### src/rtl/hwa_pkg.sv
// Shared constants for the halfword alignment buffer.
// Assumes a 16-bit device lane and a 64-bit memory block.
package hwa_pkg;
    localparam int CHUNK_W   = 16;
    localparam int NCHUNK    = 4;
    localparam int BLK_W     = CHUNK_W * NCHUNK;
    localparam int HALF_W    = BLK_W / 2;
    localparam int CPH       = NCHUNK / 2;
    localparam int BLK_BYTES = BLK_W / 8;
    localparam int OFS_W     = $clog2(BLK_BYTES);
    localparam int PTR_W     = $clog2(NCHUNK);
endpackage

### src/rtl/hw_stage_store.sv
// Staging register: one block of NCHUNK halfword lanes.
// Assumes the writers are mutually exclusive by construction in the caller
// (software only while idle); priority is block load, chunk write, software.
module hw_stage_store
    import hwa_pkg::*;
(
    input  logic                clk,
    input  logic                rst_n,
    input  logic                sw_wr_lo,
    input  logic                sw_wr_hi,
    input  logic [HALF_W-1:0]   sw_wdata,
    input  logic                chunk_we,
    input  logic [PTR_W-1:0]    chunk_sel,
    input  logic [CHUNK_W-1:0]  chunk_data,
    input  logic                blk_we,
    input  logic [BLK_W-1:0]    blk_data,
    output logic [BLK_W-1:0]    stage_q,
    output logic [BLK_W-1:0]    stage_d
);
    logic sw_we_half [2];
    assign sw_we_half[0] = sw_wr_lo;
    assign sw_we_half[1] = sw_wr_hi;

    for (genvar k = 0; k < NCHUNK; k++) begin : g_lane
        localparam int HALF = k / CPH;
        localparam int SUB  = k % CPH;
        // Next value of one halfword lane.
        always_comb begin
            stage_d[k*CHUNK_W +: CHUNK_W] = stage_q[k*CHUNK_W +: CHUNK_W];
            if (blk_we)
                stage_d[k*CHUNK_W +: CHUNK_W] = blk_data[k*CHUNK_W +: CHUNK_W];
            else if (chunk_we && chunk_sel == PTR_W'(k))
                stage_d[k*CHUNK_W +: CHUNK_W] = chunk_data;
            else if (sw_we_half[HALF])
                stage_d[k*CHUNK_W +: CHUNK_W] = sw_wdata[SUB*CHUNK_W +: CHUNK_W];
        end
    end

    // Register the staging block.
    always_ff @(posedge clk) begin
        if (!rst_n) stage_q <= '0;
        else        stage_q <= stage_d;
    end
endmodule

### src/rtl/hw_chunk_seq.sv
// Transfer sequencer: chunk pointer, block address, direction and the
// fill/drain state. Assumes start_addr is even; stop wins over data.
module hw_chunk_seq
    import hwa_pkg::*;
#(
    parameter int ADDR_W = 32
) (
    input  logic              clk,
    input  logic              rst_n,
    input  logic              start,
    input  logic              start_to_dev,
    input  logic [ADDR_W-1:0] start_addr,
    input  logic              stop,
    input  logic              in_valid,
    input  logic              out_ready,
    input  logic              mem_rd_valid,
    output logic              busy,
    output logic              done,
    output logic              to_dev,
    output logic              full,
    output logic [PTR_W-1:0]  ptr,
    output logic [ADDR_W-1:0] blk,
    output logic              chunk_we,
    output logic              wr_fire,
    output logic              rd_fire,
    output logic              blk_we,
    output logic              pop
);
    localparam logic [ADDR_W-1:0] BLK_STEP = ADDR_W'(BLK_BYTES);
    localparam logic [PTR_W-1:0]  LAST     = PTR_W'(NCHUNK - 1);

    logic              pend;
    logic              run;
    logic              take;
    logic [ADDR_W-1:0] start_blk;
    logic [PTR_W-1:0]  start_ptr;

    assign take      = start && !busy;
    assign run       = busy && !stop;
    assign start_blk = {start_addr[ADDR_W-1:OFS_W], OFS_W'(0)};
    assign start_ptr = start_addr[OFS_W-1:1];

    // Strobes for the staging store and the memory port.
    always_comb begin
        chunk_we = run && !to_dev && in_valid;
        wr_fire  = chunk_we && ptr == LAST;
        pop      = run && to_dev && full && out_ready;
        rd_fire  = run && to_dev && !full && !pend;
        blk_we   = run && to_dev && pend && mem_rd_valid;
    end

    // Sequencer state update.
    always_ff @(posedge clk) begin
        if (!rst_n) begin
            busy   <= 1'b0;
            done   <= 1'b0;
            to_dev <= 1'b0;
            full   <= 1'b0;
            pend   <= 1'b0;
            ptr    <= '0;
            blk    <= '0;
        end else if (take) begin
            busy   <= 1'b1;
            done   <= 1'b0;
            to_dev <= start_to_dev;
            pend   <= 1'b0;
            ptr    <= start_ptr;
            if (start_to_dev && start_ptr != '0) begin
                blk  <= start_blk + BLK_STEP;
                full <= 1'b1;
            end else begin
                blk  <= start_blk;
                full <= 1'b0;
            end
        end else if (busy && stop) begin
            busy <= 1'b0;
            done <= 1'b1;
            pend <= 1'b0;
        end else if (chunk_we) begin
            ptr <= ptr + 1'b1;
            if (ptr == LAST) blk <= blk + BLK_STEP;
        end else if (pop) begin
            ptr <= ptr + 1'b1;
            if (ptr == LAST) full <= 1'b0;
        end else if (blk_we) begin
            full <= 1'b1;
            pend <= 1'b0;
            ptr  <= '0;
            blk  <= blk + BLK_STEP;
        end else if (rd_fire) begin
            pend <= 1'b1;
        end
    end
endmodule

### src/rtl/hw_align_buf.sv
// Top of the halfword alignment buffer: joins staging store and sequencer,
// registers the memory port strobes, and muxes the outbound halfword.
// Assumes memory accepts every write pulse and read request it is given.
module hw_align_buf
    import hwa_pkg::*;
#(
    parameter int ADDR_W = 32
) (
    input  logic                clk,
    input  logic                rst_n,
    input  logic                sw_wr_lo,
    input  logic                sw_wr_hi,
    input  logic [HALF_W-1:0]   sw_wdata,
    input  logic                start,
    input  logic                start_to_dev,
    input  logic [ADDR_W-1:0]   start_addr,
    input  logic                stop,
    output logic [HALF_W-1:0]   stage_lo,
    output logic [HALF_W-1:0]   stage_hi,
    output logic [PTR_W-1:0]    chunk_ptr,
    output logic [ADDR_W-1:0]   blk_addr,
    output logic                busy,
    output logic                done,
    input  logic                in_valid,
    input  logic [CHUNK_W-1:0]  in_data,
    output logic                out_valid,
    output logic [CHUNK_W-1:0]  out_data,
    input  logic                out_ready,
    output logic                mem_wr_valid,
    output logic [ADDR_W-1:0]   mem_wr_addr,
    output logic [BLK_W-1:0]    mem_wr_data,
    output logic                mem_rd_req,
    output logic [ADDR_W-1:0]   mem_rd_addr,
    input  logic                mem_rd_valid,
    input  logic [BLK_W-1:0]    mem_rd_data
);
    logic              to_dev, full;
    logic              chunk_we, wr_fire, rd_fire, blk_we, pop;
    logic [BLK_W-1:0]  stage_q, stage_d;

    hw_chunk_seq #(.ADDR_W(ADDR_W)) u_seq (
        .clk          (clk),
        .rst_n        (rst_n),
        .start        (start),
        .start_to_dev (start_to_dev),
        .start_addr   (start_addr),
        .stop         (stop),
        .in_valid     (in_valid),
        .out_ready    (out_ready),
        .mem_rd_valid (mem_rd_valid),
        .busy         (busy),
        .done         (done),
        .to_dev       (to_dev),
        .full         (full),
        .ptr          (chunk_ptr),
        .blk          (blk_addr),
        .chunk_we     (chunk_we),
        .wr_fire      (wr_fire),
        .rd_fire      (rd_fire),
        .blk_we       (blk_we),
        .pop          (pop)
    );

    hw_stage_store u_store (
        .clk        (clk),
        .rst_n      (rst_n),
        .sw_wr_lo   (sw_wr_lo && !busy),
        .sw_wr_hi   (sw_wr_hi && !busy),
        .sw_wdata   (sw_wdata),
        .chunk_we   (chunk_we),
        .chunk_sel  (chunk_ptr),
        .chunk_data (in_data),
        .blk_we     (blk_we),
        .blk_data   (mem_rd_data),
        .stage_q    (stage_q),
        .stage_d    (stage_d)
    );

    assign stage_lo  = stage_q[HALF_W-1:0];
    assign stage_hi  = stage_q[BLK_W-1:HALF_W];
    assign out_valid = busy && to_dev && full;
    assign out_data  = stage_q[chunk_ptr*CHUNK_W +: CHUNK_W];

    // Register memory write and read strobes with their address and data.
    always_ff @(posedge clk) begin
        if (!rst_n) begin
            mem_wr_valid <= 1'b0;
            mem_wr_addr  <= '0;
            mem_wr_data  <= '0;
            mem_rd_req   <= 1'b0;
            mem_rd_addr  <= '0;
        end else begin
            mem_wr_valid <= wr_fire;
            mem_rd_req   <= rd_fire;
            if (wr_fire) begin
                mem_wr_addr <= blk_addr;
                mem_wr_data <= stage_d;
            end
            if (rd_fire) mem_rd_addr <= blk_addr;
        end
    end
endmodule

### config.mk
export PLATFORM = sky130hd
export DESIGN_NAME = hw_align_buf
export DESIGN_NICKNAME = d
export VERILOG_FILES = /design/src/rtl/hwa_pkg.sv /design/src/rtl/hw_stage_store.sv /design/src/rtl/hw_chunk_seq.sv /design/src/rtl/hw_align_buf.sv
export SDC_FILE = /design/constraint.sdc
export NUM_CORES = 1
export LEC_CHECK = 0
export BUFFER_PORTS_ARGS = -buffer_cell sky130_fd_sc_hd__buf_2
export CAP_MARGIN = 20
export CORE_MARGIN = 3
export CORE_UTILIZATION = 52
export DETAILED_ROUTE_END_ITERATION = 16
export PLACE_DENSITY_LB_ADDON = 0.1
export RECOVER_POWER = 100
export SYNTH_ARGS = -nofsm -noshare
export SYNTH_HDL_FRONTEND = slang
export SYNTH_HIERARCHICAL = 1
export SYNTH_SLANG_ARGS = --single-unit
export TNS_END_PERCENT = 10
### constraint.sdc
create_clock -name clk -period 2.12 [get_ports clk]
set_input_delay 0.212 -clock clk [delete_from_list [all_inputs] [get_ports clk]]
set_output_delay 0.212 -clock clk [all_outputs]
set_load 0.01 [all_outputs]
Yosys cells after proc, flatten, opt, wreduce, memory -nomap -nowiden
Cells that the tools add are included.

operators by class
  add/subtract/negate cells = 3
  equal/unequal tests = 8
  shifts and indexed selects = 1
  mux-type cells = 35
  bitwise gates (word level) = 3
  reductions and logical operators = 39

operators with widths
  kind                                                                   number
  32-bit two-way mux                                                     7
  16-bit two-way mux                                                     12
  32-bit by 4-bit adder with 32-bit output, second input constant        2
  64-bit by 7-bit indexed part select with 16-bit output                 1
  1-bit logical AND                                                      21
  1-bit two-way mux                                                      11
  2-bit two-way mux                                                      5
  4-bit AND reduction                                                    2
  3-bit by 1-bit != test with 1-bit output, second input constant        2
  2-bit nonzero test                                                     3
  3-bit nonzero test                                                     2
  1-bit zero test                                                        5
  2-bit equality test, second input constant                             2
  4-bit nonzero test                                                     1
  3-bit != test, second input constant                                   1
  1-bit NOT                                                              3
  3-bit AND reduction                                                    1
  3-bit OR reduction                                                     1
  2-bit by 1-bit adder with 2-bit output, second input constant          1
  2-bit by 1-bit equality test with 1-bit output, second input constant  1
  2-bit zero test                                                        1
  2-bit by 1-bit != test with 1-bit output, second input constant        1
  2-bit != test, second input constant                                   1
  2-bit AND reduction                                                    1
  2-bit OR reduction                                                     1

word-level totals
  bits in registers = 233
  bits of input ports = 154
  output and inout bits = 247

Longest topological paths before layout
Gate-level depths: netlist (run 1).

  depth in word-level cells = 10
  gate-level depth with buffers = 9
  mapped depth without buffers = 6

Hierarchy
Netlist (run 1), hierarchy kept.

by module, submodules not included
  module          instances  cells each  area each (sq um)  sequential area each (sq um)
  hw_align_buf    1          440         5318.9             2602.5
  hw_stage_store  1          585         4608.2             1281.2
  hw_chunk_seq    1          335         2793.9             720.7

Least setup slack after synthesis (run 1)
OpenSTA, ideal clock, no wires.

  path type = reg-to-reg
  from = register u_seq.busy
  to = register mem_wr_data[10]
  library setup time = 0.116 ns
  arrival = 1.920 ns
  required time = 2.004 ns
  slack = 0.084 ns
  cell stages (with the launch flop) = 10
  path buffers = 3
  period minus slack after synthesis = 2.036 ns
  cells stage by stage = dfxtp_1 -> and4bb_2 -> buf_4 -> or3b_1 -> buf_6 -> buf_12 -> nor2_4 -> o31ai_1 -> mux2i_1 -> nor2b_1

between the ends
  longest elaborated chain between the ends = 6
  elaborated cells on any way between the ends = 13
  those cells by class = mux (3); reduce/logical (10)

ends and longest elaborated chain
  element                         line                  text
  start: declaration              hw_chunk_seq.sv:17    output logic busy,
  start signal: assignment        hw_chunk_seq.sv:55    busy <= 1'b0;
  start signal: assignment        hw_chunk_seq.sv:63    busy <= 1'b1;
  start signal: assignment        hw_chunk_seq.sv:76    busy <= 1'b0;
  1-bit logical AND               hw_chunk_seq.sv:39    assign run = busy && !stop;
  1-bit logical AND (2 in a row)  hw_chunk_seq.sv:45    chunk_we = run && !to_dev && in_valid;
  via chunk_we                    hw_align_buf.sv:38    logic chunk_we, wr_fire, rd_fire, blk_we, pop;
  1-bit logical AND               hw_stage_store.sv:32  else if (chunk_we && chunk_sel == PTR_W'(k))
  16-bit two-way mux              hw_stage_store.sv:32
  16-bit two-way mux              hw_stage_store.sv:30  if (blk_we)
  via stage_d[10]                 hw_align_buf.sv:39    logic [BLK_W-1:0] stage_q, stage_d;
  end signal: assignment          hw_align_buf.sv:97    mem_wr_data <= stage_d;
  end: declaration                hw_align_buf.sv:31    output logic [BLK_W-1:0] mem_wr_data,

The timed path passes the listed nets, and every way through them passes these cells.
A chain may end at the register's enable or synchronous reset.

Final worst setup path (run 1)
  from = register u_seq.ptr[0]
  to = output out_data[4]

between the ends
  longest elaborated chain between the ends = 1

ends and longest elaborated chain
  element                                                 line                text
  start: declaration                                      hw_chunk_seq.sv:21  output logic [PTR_W-1:0] ptr,
  start signal: assignment                                hw_chunk_seq.sv:67  ptr <= start_ptr;
  start signal: assignment                                hw_chunk_seq.sv:80  ptr <= ptr + 1'b1;
  start signal: assignment                                hw_chunk_seq.sv:83  ptr <= ptr + 1'b1;
  64-bit by 7-bit indexed part select with 16-bit output  hw_align_buf.sv:82  assign out_data = stage_q[chunk_ptr*CHUNK_W +: CHUNK_W];
  end: declaration                                        hw_align_buf.sv:27  output logic [CHUNK_W-1:0] out_data,

No other way between the ends.

==> impl_metrics.py, run 1 <==
metrics = {
    "cts": {
        "clock-sinks": 230,
        "clockBufferDepth": 3,
        "htree_levels": 1,
        "cts.reportedPaths.clkPinSlew_ns": 0.06,
        "clock_latency_ns": 0.52,
        "tritoncts": "yes",
        "cts-root-buf": "clkbuf_16",
        "numCtsBuffers": 25,
    },
    "worst_setup_path": {
        "crit_fanout": 12,
        "critPathKind": "flop to output port",
        "cp-end-kind": "output port",
        "cpPeakStageDelay_ns": 0.49,
        "worst_path_max_delay_cell": "mux4_2",
        "cp_num_buf_inv": 2,
        "path_cells": "bufbuf_16 -> mux4_2 -> buf_2",
        "crit_required_ns": 1.91,
        "cp-start-kind": "flop",
        "critical-path-top-delay-family": "multiplexers",
        "critical_path_arrival_ns": 1.83,
    },
    "detailed_routing": {
        "drc_errors": 0,
        "drt_first_iter_violations": 1302,
        "antenna_left": 0,
        "routed_wl_um": 45100,
        "vias": 12441,
        "routedWlPerCell_um": 20.9,
        "routed_via_density": 5.76,
        "drt_first_pass_iters": 6,
    },
    "synth": {
        "yosysUniqueCellTypes": 74,
        "synthArstFlopShare_pct": 0,
        "synth_top_family_by_area": "simple AND/OR/NAND/NOR gates",
        "yosys.area_share.simple_pct": 25.2,
        "synthCells": 1360,
        "ys_seq_area_share_pct": 36.2,
        "synth_xor_area_share_pct": 2.75,
        "ys_seq_elements": 230,
        "syn_area_sq_um": 12700,
        "synth.mux.area_fraction_pct": 13.7,
        "synth_compound_area_share_pct": 16.2,
        "synthAdderAreaFrac_pct": 0.295,
        "synth-main-ff-cell": "dfxtp_1",
        "yosys_warnings": 6,
        "synth_edf_count": 0,
        "synth_area_per_cell_sq_um": 9.35,
    },
    "timing": {
        "period_needed_ns": 2.04,
        "setup_violations": 0,
        "slew_violations": 0,
        "skew_ns": 0.0130,
        "max_freq_mhz": 490,
        "tns_ns": 0,
        "fin_crit_sh_pct": 96.3,
        "relSlewSlack_pct": 40.0,
        "rsz0062_at_grt": "no",
        "tightestPinTransition_ns": 0.899,
        "hold_viol": 0,
    },
    "job": {
        "maxCapViolations": 0,
    },
    "hold_path": {
        "hp-class": "input port to flop",
    },
    "pwr": {
        "fin_total_pwr_mw": 10.7,
        "leakage_nw": 5.78,
        "ir_drop_uv": 710,
        "powerDensity_nw_per_um2": 652,
    },
    "global_route": {
        "grt_max_degree": 79,
        "antenna_found_initial": 10,
        "grtUsageTotal_pct": 32.4,
        "grt_pass1_vias": 11728,
        "grt_pass1_wl_um": 67500,
        "grt_overflow": 0,
    },
    "final_layout": {
        "final_layout_size_suffix_gt1_share_pct": 19.5,
        "final_nets": 1976,
        "nFillCells": 2069,
        "final_cell_mix": "clkbuf_1 (244), dfxtp_1 (227), nor2b_1 (191), buf_2 (176), mux2i_1 (135)",
        "mostFrequentLayoutCell": "clkbuf_1",
        "syn_to_final_growth_pct": 28.8,
    },
    "placement": {
        "io_buffers": 396,
        "gp_congestion": 0.918,
        "hpwlAfterDp_um": 32800,
    },
    "floorplanning": {
        "start_util_pct": 53.6,
        "num_rows": 56,
        "die_h_um": 162,
        "dieArea_sq_um": 26400,
        "io_pins": 401,
        "die_x_um": 162,
        "core_area_sq_um": 23800,
    },
    "run_status": {
        "status": "finished clean",
    },
}
==> repair_timing <==
item / 4_1_cts / 5_1_grt
setup endpoints to repair: 9 / 29
setup buffers: 0 / 3
hold buffers: 66 / 0
pin swaps: 0 / 1
hold endpoints to repair: 66 / 0
cloned: 1 / 0
resized for setup: 2 / 4
==> metal layers <==
layer	global-route usage, %	part of all wire [%]	vias up
met5	0	0.11	-
met4	14.7	4.7	8
met3	6.00	8.1	120
met2	54.4	48	642
met1	40.5	40	5809
li1	-	-	5862
==> layout make-up <==
cell class,count,area (sq um),share of cell area (%)
tap,319,399,2.44
sequential,230,4610,28.1
inverter,5,18.8,0.115
multi-input combinational,1010,7380,45.0
clock buffer,39,728,4.44
clock inverter,4,95.1,0.580
timing repair buffer,547,3140,19.1
antenna,6,15.0,0.0916
==> power breakdown <==
part	switching [mW]	internal (mW)	total, mW
clock	1.74	2.70	4.45
sequential	0.158	4.46	4.62
combinational	0.894	0.728	1.62
==> path summary, 6_finish.rpt <==
check / from / to / slack [ns] / cells after the start
max: u_seq/ptr[0] / out_data[4] / 0.08 / 3
min reg2reg: mem_wr_data[43] / mem_wr_data[43] / 0.51 / 2
min: rst_n / u_seq/blk[12] / 0.03 / 2
max reg2reg: u_seq/blk[12] / u_seq/blk[25] / 0.11 / 6
==> Yosys cell counts (3+ instances only) <==
| master | n | area [sq um] |
|---|---|---|
| o31ai_1 | 130 | 976 |
| ha_1 | 3 | 37.5 |
| nor4_4 | 6 | 128 |
| clkbuf_1 | 63 | 236 |
| o211a_1 | 5 | 50.1 |
| xnor2_1 | 24 | 210 |
| nor2b_1 | 193 | 1210 |
| a21oi_1 | 11 | 55.1 |
| o21ai_0 | 14 | 70.1 |
| nand4_1 | 16 | 100 |
| nand2_1 | 95 | 357 |
| and2b_1 | 5 | 37.5 |
| and2_1 | 8 | 50.1 |
| o211ai_1 | 3 | 22.5 |
| mux2i_1 | 135 | 1350 |
| buf_4 | 23 | 173 |
| buf_6 | 15 | 169 |
| nor2_4 | 10 | 113 |
| mux4_1 | 6 | 158 |
| a211oi_2 | 30 | 375 |
| a211oi_1 | 37 | 278 |
| inv_1 | 5 | 18.8 |
| nor3_1 | 12 | 60.1 |
| and4_1 | 4 | 35.0 |
| nand3b_1 | 3 | 22.5 |
| nor4_1 | 9 | 56.3 |
| buf_2 | 11 | 55.1 |
| xor2_1 | 16 | 140 |
| o22ai_1 | 7 | 43.8 |
| mux4_2 | 10 | 225 |
| nand2b_1 | 3 | 18.8 |
| or3_1 | 3 | 18.8 |
| nor2_1 | 76 | 285 |
| and3_1 | 4 | 25.0 |
| nand3_1 | 82 | 410 |
| a21boi_0 | 4 | 30.0 |
| dfxtp_1 | 230 | 4600 |
| or4_1 | 4 | 30.0 |
==> registers in the layout (all words and copies together), names as in the netlist, 2 cells and up <==
name             cells
u_store/stage_q     64
mem_rd_addr         32
u_seq/blk           29
mem_wr_addr         32
mem_wr_data         64
u_seq/ptr            2
==> metrics by stage <==
| step | setup slack [ns] | instances | instance area [sq um] | hold WS (ns) | utilization (%) |
|---|---|---|---|---|---|
| after global routing | 0.00690 | 2160 | 16400 | 0.0259 | 69.0 |
| after detailed placement | 0.0690 | 2041 | 15300 | 0.458 | 64.4 |
| after global placement | 0.0699 | 2041 | 15300 | 0.447 | 64.4 |
| final | 0.0777 | 2160 | 16400 | 0.0291 | 69.0 |
| after floorplan | 0.0839 | 1362 | 12700 | 0.344 | - |
| after CTS | 0.00365 | 2151 | 16800 | 0.0138 | 70.8 |
==> cell families after synthesis <==
family                   Yosys count
AO/OA/AOI/OAI                    257
XOR/XNOR                          40
adder cells (fa/ha/maj)            3
buffers and inverters            122
flip-flops                       230
multiplexers                     152
other                              1
AND/OR/NAND/NOR                  555
(Power assumes the default switching activity.)
==> run 2, diff against run 1 <==
--- a/config.mk
+++ b/config.mk
@@ -5,6 +5,7 @@
 export SDC_FILE = /design/constraint.sdc
 export NUM_CORES = 1
 export LEC_CHECK = 0
+export ABC_AREA = 1
 export BUFFER_PORTS_ARGS = -buffer_cell sky130_fd_sc_hd__buf_2
 export CAP_MARGIN = 20
 export CORE_MARGIN = 3
==> run 2 against run 1 <==
  * Combinational power increased by 17%
  * Highest routed layer is now met4
  * Maximum frequency decreased by 1.5%
  * First-iteration DRC count rose by 70%
  * Global-route usage is 5.8 points higher
  * Routed wire length rose by 21%
==> impl_metrics.py, run 2 <==
metrics = {
    "worst_setup_path": {
        "reg2reg_to": "mem_wr_data[10]",
        "path_cells": "clkinvlp_4 -> nand2_1 -> nand3_1 -> nand2_1 -> buf_2",
        "cp-end-kind": "output port",
        "crit_fanout": 16,
        "critical_path_arrival_ns": 1.86,
        "reg2reg_slack_ns": 0.08,
        "worst_path_max_delay_cell": "dfxtp_4",
        "r2r_start": "u_seq/ptr[0]",
        "worstRegToRegCells": 9,
        "crit_required_ns": 1.91,
        "cpPeakStageDelay_ns": 0.45,
        "cp_num_buf_inv": 2,
        "critPathKind": "flop to output port",
        "crit_top_cell": "nand2_1",
        "critical-path-top-delay-family": "flip-flops",
        "cp-start-kind": "flop",
    },
    "synth": {
        "synthCells": 2176,
        "synth_top_area_share_pct": 35.2,
        "ys_seq_elements": 230,
        "yosys-top-cells-area": "dfxtp_1 (35%), nand2_1 (16%), nor2_1 (14%)",
        "yosys.area_share.simple_pct": 41.7,
        "synth_area_per_cell_sq_um": 6.00,
        "ys_seq_area_share_pct": 35.2,
        "synth-main-ff-cell": "dfxtp_1",
        "synthArstFlopShare_pct": 0,
        "synthMostInstantiatedCell": "nand2_1",
        "yosysTopAreaCell": "dfxtp_1",
        "synth.mux.area_fraction_pct": 0,
        "synth_top_family_by_area": "simple AND/OR/NAND/NOR gates",
        "synth_compound_area_share_pct": 8.97,
        "syn_area_sq_um": 13100,
        "yosys_warnings": 6,
        "synth_edf_count": 0,
        "ys_top_cells_by_count": "nand2_1 (574), nor2_1 (472), inv_1 (258)",
        "yosysUniqueCellTypes": 44,
        "synthAdderAreaFrac_pct": 0.287,
        "synth_xor_area_share_pct": 1.14,
    },
    "detailed_routing": {
        "routedWlPerCell_um": 18.6,
        "routed_wl_um": 54500,
        "antenna_left": 0,
        "vias": 15951,
        "drt_first_iter_violations": 2211,
        "drt_first_pass_iters": 6,
        "routed_via_density": 5.46,
        "drc_errors": 0,
    },
    "final_layout": {
        "final_nets": 2736,
        "final_layout_size_suffix_gt1_share_pct": 12.7,
        "mostFrequentLayoutCell": "nand2_1",
        "final_cell_mix": "nand2_1 (574), nor2_1 (469), inv_1 (254), dfxtp_1 (228), clkbuf_1 (227)",
        "final_cells": 2923,
        "fin_area_sq_um": 16500,
        "top_regs": "mem_wr_data: 64 flops, u_store/stage_q: 64 flops",
        "final_util_pct": 67.4,
        "syn_to_final_growth_pct": 26.6,
    },
    "timing": {
        "relSlewSlack_pct": 54.7,
        "skew_ns": 0.0228,
        "slew_violations": 0,
        "period_needed_ns": 2.07,
        "tightestPinTransition_ns": 0.680,
        "fin_crit_sh_pct": 97.8,
        "hold_viol": 0,
        "finalWorstSetupSlack_ns": 0.0469,
        "max_freq_mhz": 482,
        "setup_violations": 0,
    },
    "floorplanning": {
        "die_h_um": 164,
        "die_x_um": 164,
        "core_area_sq_um": 24500,
        "dieArea_sq_um": 27100,
        "io_pins": 401,
        "num_rows": 57,
        "start_util_pct": 53.2,
    },
    "placement": {
        "place_inst": 2829,
        "post-place-ws_ns": -0.0219,
        "hpwlAfterDp_um": 39100,
        "gp_congestion": 1.00,
        "placed_area_sq_um": 15400,
        "io_buffers": 396,
    },
    "global_route": {
        "grt_pass1_wl_um": 81300,
        "grt_pass1_vias": 14587,
        "antenna_found_initial": 1,
        "grt_max_degree": 99,
        "grtUsageTotal_pct": 38.1,
        "grt_overflow": 0,
    },
    "cts": {
        "htree_levels": 1,
        "cts.reportedPaths.clkPinSlew_ns": 0.06,
        "clock_latency_ns": 0.55,
        "numCtsBuffers": 27,
        "cts-root-buf": "clkbuf_16",
        "clock-sinks": 230,
        "clockBufferDepth": 3,
        "tritoncts": "yes",
    },
    "hold_path": {
        "min_path_cells": 5,
        "hp-class": "input port to flop",
        "worstHoldStart": "mem_rd_data[6]",
        "whs_endpoint": "u_store/stage_q[6]",
    },
    "pwr": {
        "pwr-share-seq_pct": 40.4,
        "p_int_mw": 8.15,
        "pwr-share-clk_pct": 43.2,
        "ir_drop_uv": 567,
        "leakage_nw": 8.29,
        "powerDensity_nw_per_um2": 699,
        "p_comb_share_pct": 16.5,
        "p_sw_share_pct": 29.5,
        "power_switching_mw": 3.41,
    },
    "run_status": {
        "status": "finished clean",
    },
    "job": {
        "maxCapViolations": 0,
    },
}
## run 2: cell count changes in the layout (fill, tap and decap cells not counted), sizes merged, moves of 16 or more
cell         delta
o21ai         +153
nand3          +82
mux4           -16
dlygate4sd3    -25
nor2b         -193
clkbuf         -27
nor2          +403
nand4          +37
inv           +259
a211oi         -67
o31ai         -130
a21oi          +31
mux2i         -135
nand2         +483
## run 2: power by group through the flow
stage / sequential, mW / clock [mW] / combinational [mW]
floorplan: 4.76 / 0 / 0.950
global placement: 4.76 / 0 / 1.77
detailed placement: 4.75 / 0 / 1.79
CTS: 4.66 / 5.01 / 1.87
global route: 4.68 / 5.21 / 2.06
finish: 4.67 / 4.99 / 1.90
## run 2: kinds of logic (layout without fill, tap and decap cells)
| logic type | Yosys count | after routing |
|---|---|---|
| AOI/OAI and AO/OA | 223 | 223 |
| xor gates and xnor gates | 17 | 17 |
| adders and majority gates | 3 | 3 |
| buffers and inverters | 392 | 810 |
| DFF | 230 | 230 |
| other | 1 | 5 |
| and+or+nand+nor | 1310 | 1311 |
## run 2: worst register-to-register path: stages, from the launching register on
cell     delay, ns
dfxtp_4       0.40
buf_4         0.19
nor2_4        0.40
nand2_2       0.35
nand2_1       0.20
nand3_1       0.10
nand2_1       0.10
inv_1         0.04
nor2_1        0.10
nor2_1        0.06
## run 2: through the flow
step	setup TNS [ns]	total power, mW	hold WS (ns)
2_1_floorplan	0	5.70	0.364
3_3_place_gp	0	6.52	0.460
3_5_place_dp	-0.0315	6.54	0.477
4_1_cts	0	11.5	0.000647
5_1_grt	-0.00816	12.0	0.0252
6_report	0	11.6	0.00800
## run 2: how the worst max path moves through the flow
stage                            start         endpoint  slack (ns)  cells past startpoint
after floorplan             u_seq/busy  mem_wr_data[21]        0.35                     12
after global placement      u_seq/busy  mem_wr_data[38]        0.05                     11
after detailed placement    u_seq/busy   mem_wr_data[3]       -0.02                     11
after CTS                 u_seq/ptr[0]      out_data[6]       0.004                      6
after global routing        u_seq/busy  mem_wr_data[48]      -0.008                     12
final                     u_seq/ptr[0]      out_data[8]        0.05                      5
## run 2: cell type report
class,instances,area [sq um]
well taps,324,405
clock buffers,33,728
diodes,2,5.00
repair buffers,496,2700
multi-input cells,1557,6850
inverters,266,1010
clock inverters,14,214
flip-flops and latches,230,4610
fillers,2430,8000
repair inverters,1,7.51
## run 2: metal layers
metal	routed length (um)	share of wire [%]	track usage, %
met5	0	0	0
met1	21800	40	50.9
met3	6980	13	10.5
met4	1900	3.5	11.7
met2	23700	44	60.2
## run 2: what timing repair did
| action | CTS | global route |
|---|---|---|
| hold buffers | 41 | 0 |
| resized for setup | 8 | 8 |
| setup endpoints to repair | 20 | 66 |
| setup buffers | 0 | 2 |
| pin swaps | 0 | 1 |
| endpoints found under the hold margin | 41 | 0 |
| cloned | 1 | 1 |
